[config.mk]
export PLATFORM = sky130hd
export DESIGN_NAME = pgx_stage
export DESIGN_NICKNAME = d
export VERILOG_FILES = /design/src/rtl/pgx_pkg.sv /design/src/rtl/pgx_ram.sv /design/src/rtl/pgx_cfg.sv /design/src/rtl/pgx_split.sv /design/src/rtl/pgx_stage.sv
export SDC_FILE = /design/constraint.sdc
export NUM_CORES = 2
export LEC_CHECK = 0
export BUFFER_PORTS_ARGS = -buffer_cell sky130_fd_sc_hd__buf_4
export CAP_MARGIN = 20
export CORE_MARGIN = 10
export CORE_UTILIZATION = 25
export DETAILED_ROUTE_END_ITERATION = 16
export SYNTH_ARGS = -nofsm -noshare
export SYNTH_HDL_FRONTEND = slang
export SYNTH_MEMORY_MAX_BITS = 65536
export SYNTH_SLANG_ARGS = --single-unit
[constraint.sdc]
create_clock -name clk -period 20.1 [get_ports clk]
set_input_delay 5.025 -clock clk [delete_from_list [all_inputs] [get_ports clk]]
set_output_delay 5.025 -clock clk [all_outputs]
set_load 0.05 [all_outputs]
[src/rtl/pgx_pkg.sv]
package pgx_pkg;
  localparam int CNT_W = 6;
  localparam int MIN_LEN = 16;
  typedef enum logic [1:0] {
    XF_OK     = 2'd0,
    XF_ABSENT = 2'd1,
    XF_SPLIT  = 2'd2,
    XF_RANGE  = 2'd3
  } xfault_e;
endpackage

[src/rtl/pgx_ram.sv]
module pgx_ram #(
  parameter int AW = 6,
  parameter int DW = 16
) (
  input  logic          clk,
  input  logic          we,
  input  logic [AW-1:0] waddr,
  input  logic [DW-1:0] wdata,
  input  logic          re,
  input  logic [AW-1:0] raddr,
  output logic [DW-1:0] rdata
);
  localparam int DEPTH = 1 << AW;
  logic [DW-1:0] mem [DEPTH];

  always_ff @(posedge clk) begin
    if (we) mem[waddr] <= wdata;
  end

  always_ff @(posedge clk) begin
    if (re) rdata <= mem[raddr];
  end
endmodule

[src/rtl/pgx_cfg.sv]
module pgx_cfg #(
  parameter int VA_W = 64,
  parameter int TOP_AW = 4,
  localparam int LEN_W = $clog2(VA_W + 1),
  localparam int TB_W = $clog2(TOP_AW + 1)
) (
  input  logic             clk,
  input  logic             rst,
  input  logic             cfg_we,
  input  logic [LEN_W-1:0] cfg_len,
  input  logic [TB_W-1:0]  cfg_top,
  output logic [LEN_W-1:0] len_q,
  output logic [TB_W-1:0]  tb_q
);
  import pgx_pkg::*;
  logic legal;
  assign legal = (cfg_len >= LEN_W'(MIN_LEN)) && (cfg_len <= LEN_W'(VA_W)) &&
                 (cfg_top != '0) && (cfg_top <= TB_W'(TOP_AW));

  always_ff @(posedge clk) begin
    if (rst) begin
      len_q <= LEN_W'(VA_W);
      tb_q  <= TB_W'(TOP_AW);
    end else if (cfg_we && legal) begin
      len_q <= cfg_len;
      tb_q  <= cfg_top;
    end
  end


  len_legal_chk: assert property (@(posedge clk) disable iff (rst)
    (len_q >= LEN_W'(MIN_LEN)) && (len_q <= LEN_W'(VA_W)) && (tb_q != '0));
endmodule

[src/rtl/pgx_split.sv]
module pgx_split #(
  parameter int VA_W = 64,
  parameter int TOP_AW = 4,
  parameter int L2_AW = 6,
  localparam int LEN_W = $clog2(VA_W + 1),
  localparam int TB_W = $clog2(TOP_AW + 1),
  localparam int CNT_W = pgx_pkg::CNT_W
) (
  input  logic [VA_W-1:0]  addr,
  input  logic [LEN_W-1:0] len,
  input  logic [TB_W-1:0]  tb,
  input  logic [CNT_W-1:0] cnt,
  input  logic [L2_AW-1:0] base,
  output logic             bad,
  output logic [L2_AW-1:0] l2_idx,
  output logic [VA_W-1:0]  disp
);
  localparam int UW = LEN_W + 1;
  logic [UW-1:0]    used;
  logic [LEN_W-1:0] rem;
  logic [VA_W-1:0]  ones, idx_full;

  always_comb begin
    ones     = '1;
    used     = UW'(tb) + UW'(cnt);
    bad      = (used > UW'(len)) || (cnt > CNT_W'(L2_AW));
    rem      = len - LEN_W'(tb) - LEN_W'(cnt);
    idx_full = (addr >> rem) & ~(ones << cnt);
    l2_idx   = base + idx_full[L2_AW-1:0];
    disp     = addr & ~(ones << rem);
  end
endmodule

[src/rtl/pgx_stage.sv]
module pgx_stage #(
  parameter int VA_W = 64,
  parameter int OUT_W = 64,
  parameter int TOP_AW = 4,
  parameter int L2_AW = 6,
  localparam int LEN_W = $clog2(VA_W + 1),
  localparam int TB_W = $clog2(TOP_AW + 1),
  localparam int IDX_W = (TOP_AW > L2_AW) ? TOP_AW : L2_AW,
  localparam int TW_W = OUT_W + 2
) (
  input  logic             clk,
  input  logic             rst,
  input  logic             cfg_we,
  input  logic [LEN_W-1:0] cfg_len,
  input  logic [TB_W-1:0]  cfg_top,
  input  logic             tw_en,
  input  logic             tw_l2,
  input  logic [IDX_W-1:0] tw_addr,
  input  logic [TW_W-1:0]  tw_data,
  input  logic             req_valid,
  input  logic             req_wr,
  input  logic [VA_W-1:0]  req_addr,
  output logic             busy,
  output logic             rsp_valid,
  output logic [1:0]       rsp_fault,
  output logic [OUT_W-1:0] rsp_addr,
  output logic             rsp_dirty
);
  import pgx_pkg::*;
  localparam int TOP_DW = CNT_W + L2_AW;
  localparam int L2_DW = OUT_W + 2;

  logic [LEN_W-1:0] len_q;
  logic [TB_W-1:0]  tb_q;

  pgx_cfg #(.VA_W(VA_W), .TOP_AW(TOP_AW)) u_cfg (
    .clk(clk), .rst(rst), .cfg_we(cfg_we), .cfg_len(cfg_len),
    .cfg_top(cfg_top), .len_q(len_q), .tb_q(tb_q)
  );

  // ---- stage 0: accept, range check, top index ----
  logic             acc, rng0;
  logic [LEN_W-1:0] sh0;
  logic [VA_W-1:0]  ones0, tsel0;
  logic [TOP_AW-1:0] tidx0;

  always_comb begin
    acc   = req_valid && !busy;
    rng0  = (req_addr >> len_q) != '0;
    sh0   = len_q - LEN_W'(tb_q);
    ones0 = '1;
    tsel0 = (req_addr >> sh0) & ~(ones0 << tb_q);
    tidx0 = tsel0[TOP_AW-1:0];
  end

  logic [TOP_DW-1:0] top_rd;
  pgx_ram #(.AW(TOP_AW), .DW(TOP_DW)) u_top (
    .clk(clk), .we(tw_en && !tw_l2), .waddr(tw_addr[TOP_AW-1:0]),
    .wdata(tw_data[TOP_DW-1:0]), .re(acc), .raddr(tidx0), .rdata(top_rd)
  );

  logic             s1_v, w1, rng1;
  logic [VA_W-1:0]  a1;
  logic [LEN_W-1:0] len1;
  logic [TB_W-1:0]  tb1;

  always_ff @(posedge clk) begin
    if (rst) s1_v <= 1'b0;
    else     s1_v <= acc;
    if (acc) begin
      a1   <= req_addr;
      w1   <= req_wr;
      rng1 <= rng0;
      len1 <= len_q;
      tb1  <= tb_q;
    end
  end
  assign busy = s1_v;

  // ---- stage 1: field split, second-level read ----
  logic             bad1;
  logic [L2_AW-1:0] l2i1;
  logic [VA_W-1:0]  disp1;

  pgx_split #(.VA_W(VA_W), .TOP_AW(TOP_AW), .L2_AW(L2_AW)) u_split (
    .addr(a1), .len(len1), .tb(tb1), .cnt(top_rd[CNT_W-1:0]),
    .base(top_rd[CNT_W +: L2_AW]), .bad(bad1), .l2_idx(l2i1), .disp(disp1)
  );

  logic             s2_v, w2;
  logic [1:0]       flt2;
  logic [VA_W-1:0]  disp2;
  logic [L2_AW-1:0] l2a2;

  always_ff @(posedge clk) begin
    if (rst) s2_v <= 1'b0;
    else     s2_v <= s1_v;
    if (s1_v) begin
      w2    <= w1;
      disp2 <= disp1;
      l2a2  <= l2i1;
      flt2  <= rng1 ? XF_RANGE : (bad1 ? XF_SPLIT : XF_OK);
    end
  end

  // ---- stage 2: entry check, modified update, response ----
  logic [L2_DW-1:0] l2_rd, l2_wd;
  logic             present, hit, upd, l2_we;
  logic [L2_AW-1:0] l2_wa;
  logic [1:0]       flt;

  always_comb begin
    present = l2_rd[OUT_W];
    flt     = (flt2 != XF_OK) ? flt2 : (present ? XF_OK : XF_ABSENT);
    hit     = s2_v && (flt == XF_OK);
    upd     = hit && w2;
    l2_we   = (tw_en && tw_l2) || upd;
    if (tw_en && tw_l2) begin
      l2_wa = tw_addr[L2_AW-1:0];
      l2_wd = tw_data;
    end else begin
      l2_wa = l2a2;
      l2_wd = {1'b1, l2_rd[OUT_W:0]};
    end
  end

  pgx_ram #(.AW(L2_AW), .DW(L2_DW)) u_l2 (
    .clk(clk), .we(l2_we), .waddr(l2_wa), .wdata(l2_wd),
    .re(s1_v), .raddr(l2i1), .rdata(l2_rd)
  );

  assign rsp_valid = s2_v;
  assign rsp_fault = s2_v ? flt : 2'd0;
  assign rsp_addr  = hit ? (l2_rd[OUT_W-1:0] + OUT_W'(disp2)) : '0;
  assign rsp_dirty = hit ? l2_rd[OUT_W+1] : 1'b0;


  rsp_slot_chk: assert property (@(posedge clk) disable iff (rst)
    (req_valid && !busy) |-> ##2 rsp_valid);

  rsp_after_busy_chk: assert property (@(posedge clk) disable iff (rst)
    rsp_valid |-> $past(busy));

  fault_zero_chk: assert property (@(posedge clk) disable iff (rst)
    (rsp_valid && rsp_fault != 2'd0) |-> (rsp_addr == '0 && !rsp_dirty));

  range_first_chk: assert property (@(posedge clk) disable iff (rst)
    (s1_v && rng1) |=> (rsp_valid && rsp_fault == 2'd3));
endmodule

# After elaboration in Yosys (flattened, before gate mapping)
# Memory sizes are Yosys's and may differ from the RTL's. A register that Yosys moved wholly into a read port is not among the register bits.
# Index checks and enable logic that the tools add are counted.
[word_totals]
reg_bits = 161
latchBits = 0
mem_bits_rw = 4416
mem_bits_ro = 0
mem_count = 2
[op_classes]
addsub = 6
n_mul = 0
div = 0
order_cmp = 5
eq_ne = 0
n_shift = 6
muxes = 12
bitwise = 6
reduce_logical = 17
[mem_list]
columns = ["memory", "depth", "width", "read_ports", "rd_ports_with_merged_regs", "write_ports", "line_no", "rtl"]
rows = [
  ["u_l2.mem", 64, 66, 1, 1, 1, "pgx_ram.sv:14", "logic [DW-1:0] mem [DEPTH];"],
  ["u_top.mem", 16, 12, 1, 1, 1, "pgx_ram.sv:14", ""],
]
[ops]
columns = ["operator", "n"]
rows = [
  ["$mux W66", 1],
  ["$add A64 B64 Y64", 1],
  ["$and A64 B64 Y64", 1],
  ["$mux W64", 1],
  ["$not A64 Y64", 1],
  ["$reduce_bool A64 Y1", 1],
  ["$shl A64 B3 Y4 const A", 1],
  ["$shl A64 B6 Y6 const A", 1],
  ["$shl A64 B7 Y64 const A", 1],
  ["$shr A64 B7 Y4", 1],
  ["$shr A64 B7 Y6", 1],
  ["$shr A64 B7 Y64", 1],
  ["$sub A7 B3 Y7", 2],
  ["$logic_and A1 B1 Y1", 9],
  ["$gt A8 B7 Y1", 1],
  ["$add A3 B6 Y7", 1],
  ["$ge A7 B5 Y1 const B", 1],
  ["$le A7 B7 Y1 const B", 1],
  ["$sub A7 B6 Y7", 1],
  ["$add A6 B6 Y6", 1],
  ["$and A6 B6 Y6", 1],
  ["$gt A6 B3 Y1 const B", 1],
  ["$mux W1", 6],
  ["$mux W2", 3],
  ["other kinds (10)", 12],
]

# Logic depth before layout (Yosys ltp)
[logic_depth]
word_depth = 8
mapped_depth = 27
mapped_depth_nobuf = 22

# Modules after synthesis
# Synthesis repeated with hierarchy kept, for this count alone.
[unflattened]
hier_cells = 9138
hier_area_um2 = 186923.0
[by_module_without_submodules]
columns = ["mod", "n_inst", "cells_per_inst", "area_each_um2", "seq_area_each_um2"]
rows = [
  ["pgx_ram (u_l2)", 1, 6852, 161157.1, 128823.6],
  ["pgx_stage", 1, 1374, 13586.8, 4514.3],
  ["pgx_ram (u_top)", 1, 329, 7719.9, 6125.9],
  ["pgx_split", 1, 532, 3970.1, 0.0],
  ["pgx_cfg", 1, 51, 489.2, 200.2],
]

# Least setup slack after synthesis
# No wires, ideal clock.
[synth_timing]
path_type = "input-to-reg"
startpoint = "in req_valid"
endpoint = "reg a1[0], enable pin"
arrival_time_ns = 8.884
required_ns = 19.557
setup_slack_ns = 10.673
cell_stages = 1
n_path_buf = 0
cell_sequence = "nor2b_1"
[synth_between]
elab_chain_len = 1
[synth_rtl]
columns = ["element", "line_no", "rtl"]
rows = [
  ["from (decl)", "pgx_stage.sv:20", "input logic req_valid,"],
  ["$logic_and A1 B1 Y1", "pgx_stage.sv:48", "acc = req_valid && !busy;"],
  ["to (signal assigned)", "pgx_stage.sv:71", "a1 <= req_addr;"],
  ["to (decl)", "pgx_stage.sv:63", "logic [VA_W-1:0] a1;"],
]
# Every way passes these cells.
# A chain may end at the register's enable or synchronous reset.

# Worst setup path in the final report
[layout_timing]
startpoint = "reg u_l2.rdata[8] (read register of u_l2.mem)"
endpoint = "out rsp_addr[63]"
[layout_between]
elab_chain_len = 2
[layout_rtl]
columns = ["element", "line_no", "rtl"]
rows = [
  ["from (decl)", "pgx_ram.sv:11", "output logic [DW-1:0] rdata"],
  ["$add A64 B64 Y64", "pgx_stage.sv:134", "assign rsp_addr = hit ? (l2_rd[OUT_W-1:0] + OUT_W'(disp2)) : '0;"],
  ["$mux W64", "pgx_stage.sv:134", ""],
  ["to (decl)", "pgx_stage.sv:26", "output logic [OUT_W-1:0] rsp_addr,"],
]
# Every way passes these cells.

==> run_results.csv <==
group,metric,value,unit
cells_and_area,layout_commonest_cell,"edfxtp_1",
timing,fin_setup_tns,0,ps
timing,hold_viol,0,
yosys,netlist-cell-type-count,98,
yosys,synth_area,0.188,mm2
flow_run,cap_violations,0,
cells_and_area,final_core_util,29.2,%
setup_path,cp.required,15070,ps
run_status,status,"completed",
clocking,htree_levels,5,
yosys,ys_seq_area_share,74.4,%
floorplanning,die_height,886,um
clocking,cts_buffers,451,
timing,finalCriticalPeriod,10760,ps
setup_path,cp_top_family,"compound AO/OA/AOI/OAI gates",
timing,setup_viol,0,
clocking,post-cts-setup-buffers,0,
drt,first_iter_violations,12100,
grt,met1_usage,18.0,%
setup_path,crit_path_cell_trace,"ha_1, nand2_1, o21ai_0, o31a_1, o31ai_1, buf_4, or3_1, a211oi_1, o21ai_1, o41ai_1, xnor2_1, nor2_1, buf_4",
drt,dr_total_vias,93700,
setup_path,max_stage_delay,730,ps
floorplanning,core_region_area,0.749,mm2
floorplanning,ios,222,
clocking,clock_sinks,4655,
yosys,synth_top_family_by_area,"multiplexers",
drt,ant_nets,0,
cells_and_area,final_cell_mix,"edfxtp_1 (4,643), mux4_2 (1,431), buf_4 (487)",
timing,fmax,0.0930,GHz
placed_design,port_buffers,221,
setup_path,critPathArrivalTime,5730,ps
timing,period_share,53.5,%
grt,globalRouteMet3Util,2.66,%
grt,grt_overflow,0,
drt,drc_errors,0,
hold_path,hp-start,"w1",
setup_path,crit_buf_inv,2,
setup_path,cp-end-kind,"output pin",
cells_and_area,num-nets-final,9225,
grt,grt_pass1_wl,755000,um
placed_design,hpwl,324000,um
setup_path,timing.rr.end,"u_l2.rdata[52]",
yosys,synthMuxAreaShare,19.9,%
floorplanning,row_count,318,
timing,slew_viol_final,0,
yosys,syn_avg_cell_area,22.3,um2
clocking,cts_root_buf,"clkbuf_16",
setup_path,timing_worst_setup_path_type,"flop to output pin",
drt,wire_per_inst,28.3,um
setup_path,ff2ff_path_depth,23,
grt,track_usage,13.3,%
yosys,synth-main-ff-cell,"edfxtp_1",
timing,tightest_slew,1130,ps
placed_design,dp_cells,18400,
timing,relSlewSlack,24.8,%
yosys,synth-edff-count,4643,
setup_path,cp_max_fo,9,
placed_design,gp_congestion,0.866,
clocking,worstSkewPairLatency,1000,ps
yosys,ys_warn_count,0,
floorplanning,die_w,886,um
yosys,synth_simple_gate_area_share,1.57,%
grt,antenna_found_initial,49,
drt,drtPass1Iterations,5,
clocking,tritoncts,"yes",
timing,skew,73.8,ps
hold_path,hp-class,"flop to flop",
grt,grt.busiest_layer,"met2",
yosys,synth_xor_area_share,0.381,%
grt,grt_pass1_vias,92000,
clocking,ctsHoldBuffers,0,
yosys,synthArstFlopShare,0,%
floorplanning,die_area,0.786,mm2
timing,rsz0062_at_grt,"false",
drt,drt_wl_total,547000,um
setup_path,r2r-start,"u_top.rdata[0]",
cells_and_area,drive_above_1_share,30.6,%
hold_path,min_to,"w2",
yosys,netlist_instances,8421,
clocking,cts_resized,0,
floorplanning,start_util,25.1,%
setup_path,r2r_slack,9680,ps
clocking,clk_pin_slew,60,ps
grt,grt_max_degree,121,
drt,via_per_inst,4.85,
setup_path,crit_slowest_cell,"o41ai_1",
setup_path,cp_common_cell,"buf_4",
yosys,synth_compound_area_share,1.95,%
grt,grt_use_met2,21.7,%
yosys,syn_nets,8674,
setup_path,critPathLaunchType,"flop",
hold_path,hold_depth,0,
cells_and_area,stdcell_count,19300,
yosys,synthAdderAreaFrac,0.695,%
yosys,ys_seq_elements,4655,
cells_and_area,syn2layout_area_growth,16.4,%
clocking,cts_buffer_depth,4,
-- layer usage --
layer / vias up / share of wire [%]
met5: - / 0.014
met4: 12 / 2.8
met3: 774 / 8.9
met2: 4732 / 48
met1: 51100 / 40
li1: 37100 / -
-- cell families after synthesis --
logic type / Yosys count
XOR/XNOR: 79
flip-flops: 4655
multiplexers: 1920
AO/OA/AOI/OAI: 531
AND/OR/NAND/NOR: 626
buffers and inverters: 510
adder cells (fa/ha/maj): 100
-- synth_stat cells, types with 12 or more instances --
master / count / share of area (%)
o21ai_0: 99 / 0.26
and3_1: 28 / 0.093
a21oi_1: 113 / 0.30
mux2_2: 113 / 0.68
a31oi_1: 16 / 0.053
nand2_1: 182 / 0.36
o221ai_1: 13 / 0.061
xnor2_1: 46 / 0.21
o21a_1: 32 / 0.13
nor2b_1: 25 / 0.083
and2_1: 23 / 0.077
mux2i_1: 375 / 2.0
nand2b_1: 19 / 0.063
o21bai_1: 18 / 0.072
dfxtp_1: 12 / 0.13
a211oi_1: 32 / 0.13
buf_6: 16 / 0.096
nor3_1: 26 / 0.069
xor2_1: 30 / 0.14
inv_1: 60 / 0.12
nand3_1: 34 / 0.091
clkbuf_1: 288 / 0.58
nor2_1: 215 / 0.43
edfxtp_1: 4643 / 74
a21boi_0: 35 / 0.14
mux4_2: 1431 / 17
nand4_1: 19 / 0.063
a21o_1: 55 / 0.22
o211ai_1: 16 / 0.064
ha_1: 93 / 0.62
buf_2: 32 / 0.085
buf_1: 103 / 0.21
-- flip-flops by register name, indices dropped and copies added, names as in the netlist, 2 cells and up --
name / flops
a1: 64
disp2: 64
flt2: 2
l2a2: 6
len1: 7
tb1: 3
u_cfg.len_q: 7
u_cfg.tb_q: 3
u_l2.mem: 4224
u_l2.rdata: 66
u_top.mem: 192
u_top.rdata: 12
-- worst max path at each step --
stage / slack [ps] / end / depth (start not counted) / start
after floorplan: 10670 / a1[0] / 1 / req_valid
after global placement: 9360 / u_l2.rdata[53] / 22 / u_top.rdata[0]
after detailed placement: 9860 / u_l2.rdata[52] / 22 / u_top.rdata[0]
after CTS: 9270 / rsp_addr[63] / 13 / u_l2.rdata[8]
after global routing: 9140 / rsp_addr[63] / 13 / u_l2.rdata[8]
final: 9340 / rsp_addr[63] / 13 / u_l2.rdata[8]
-- stage by stage --
| stage | hold WS [ps] | setup WS (ps) | area, um2 |
|---|---|---|---|
| 6_report | 483 | 9340 | 218000 |
| 5_1_grt | 482 | 9140 | 218000 |
| 3_3_place_gp | 431 | 9360 | 203000 |
| 2_1_floorplan | 400 | 10670 | 188000 |
| 4_1_cts | 486 | 9270 | 217000 |
| 3_5_place_dp | 414 | 9860 | 203000 |
-- layout make-up --
class	count	area [um2]
Inverter	62	233
Clock buffer	544	11700
Fill cell	72200	531000
Clock inverter	286	2880
Sequential cell	4655	140000
Timing Repair Buffer	546	4870
Multi-Input combinational cell	3256	46600
Tap cell	9920	12400
Antenna cell	35	87.6
Power is not shown: default switching activity piles up to over one toggle a cycle in this logic, so the estimate is an artifact.
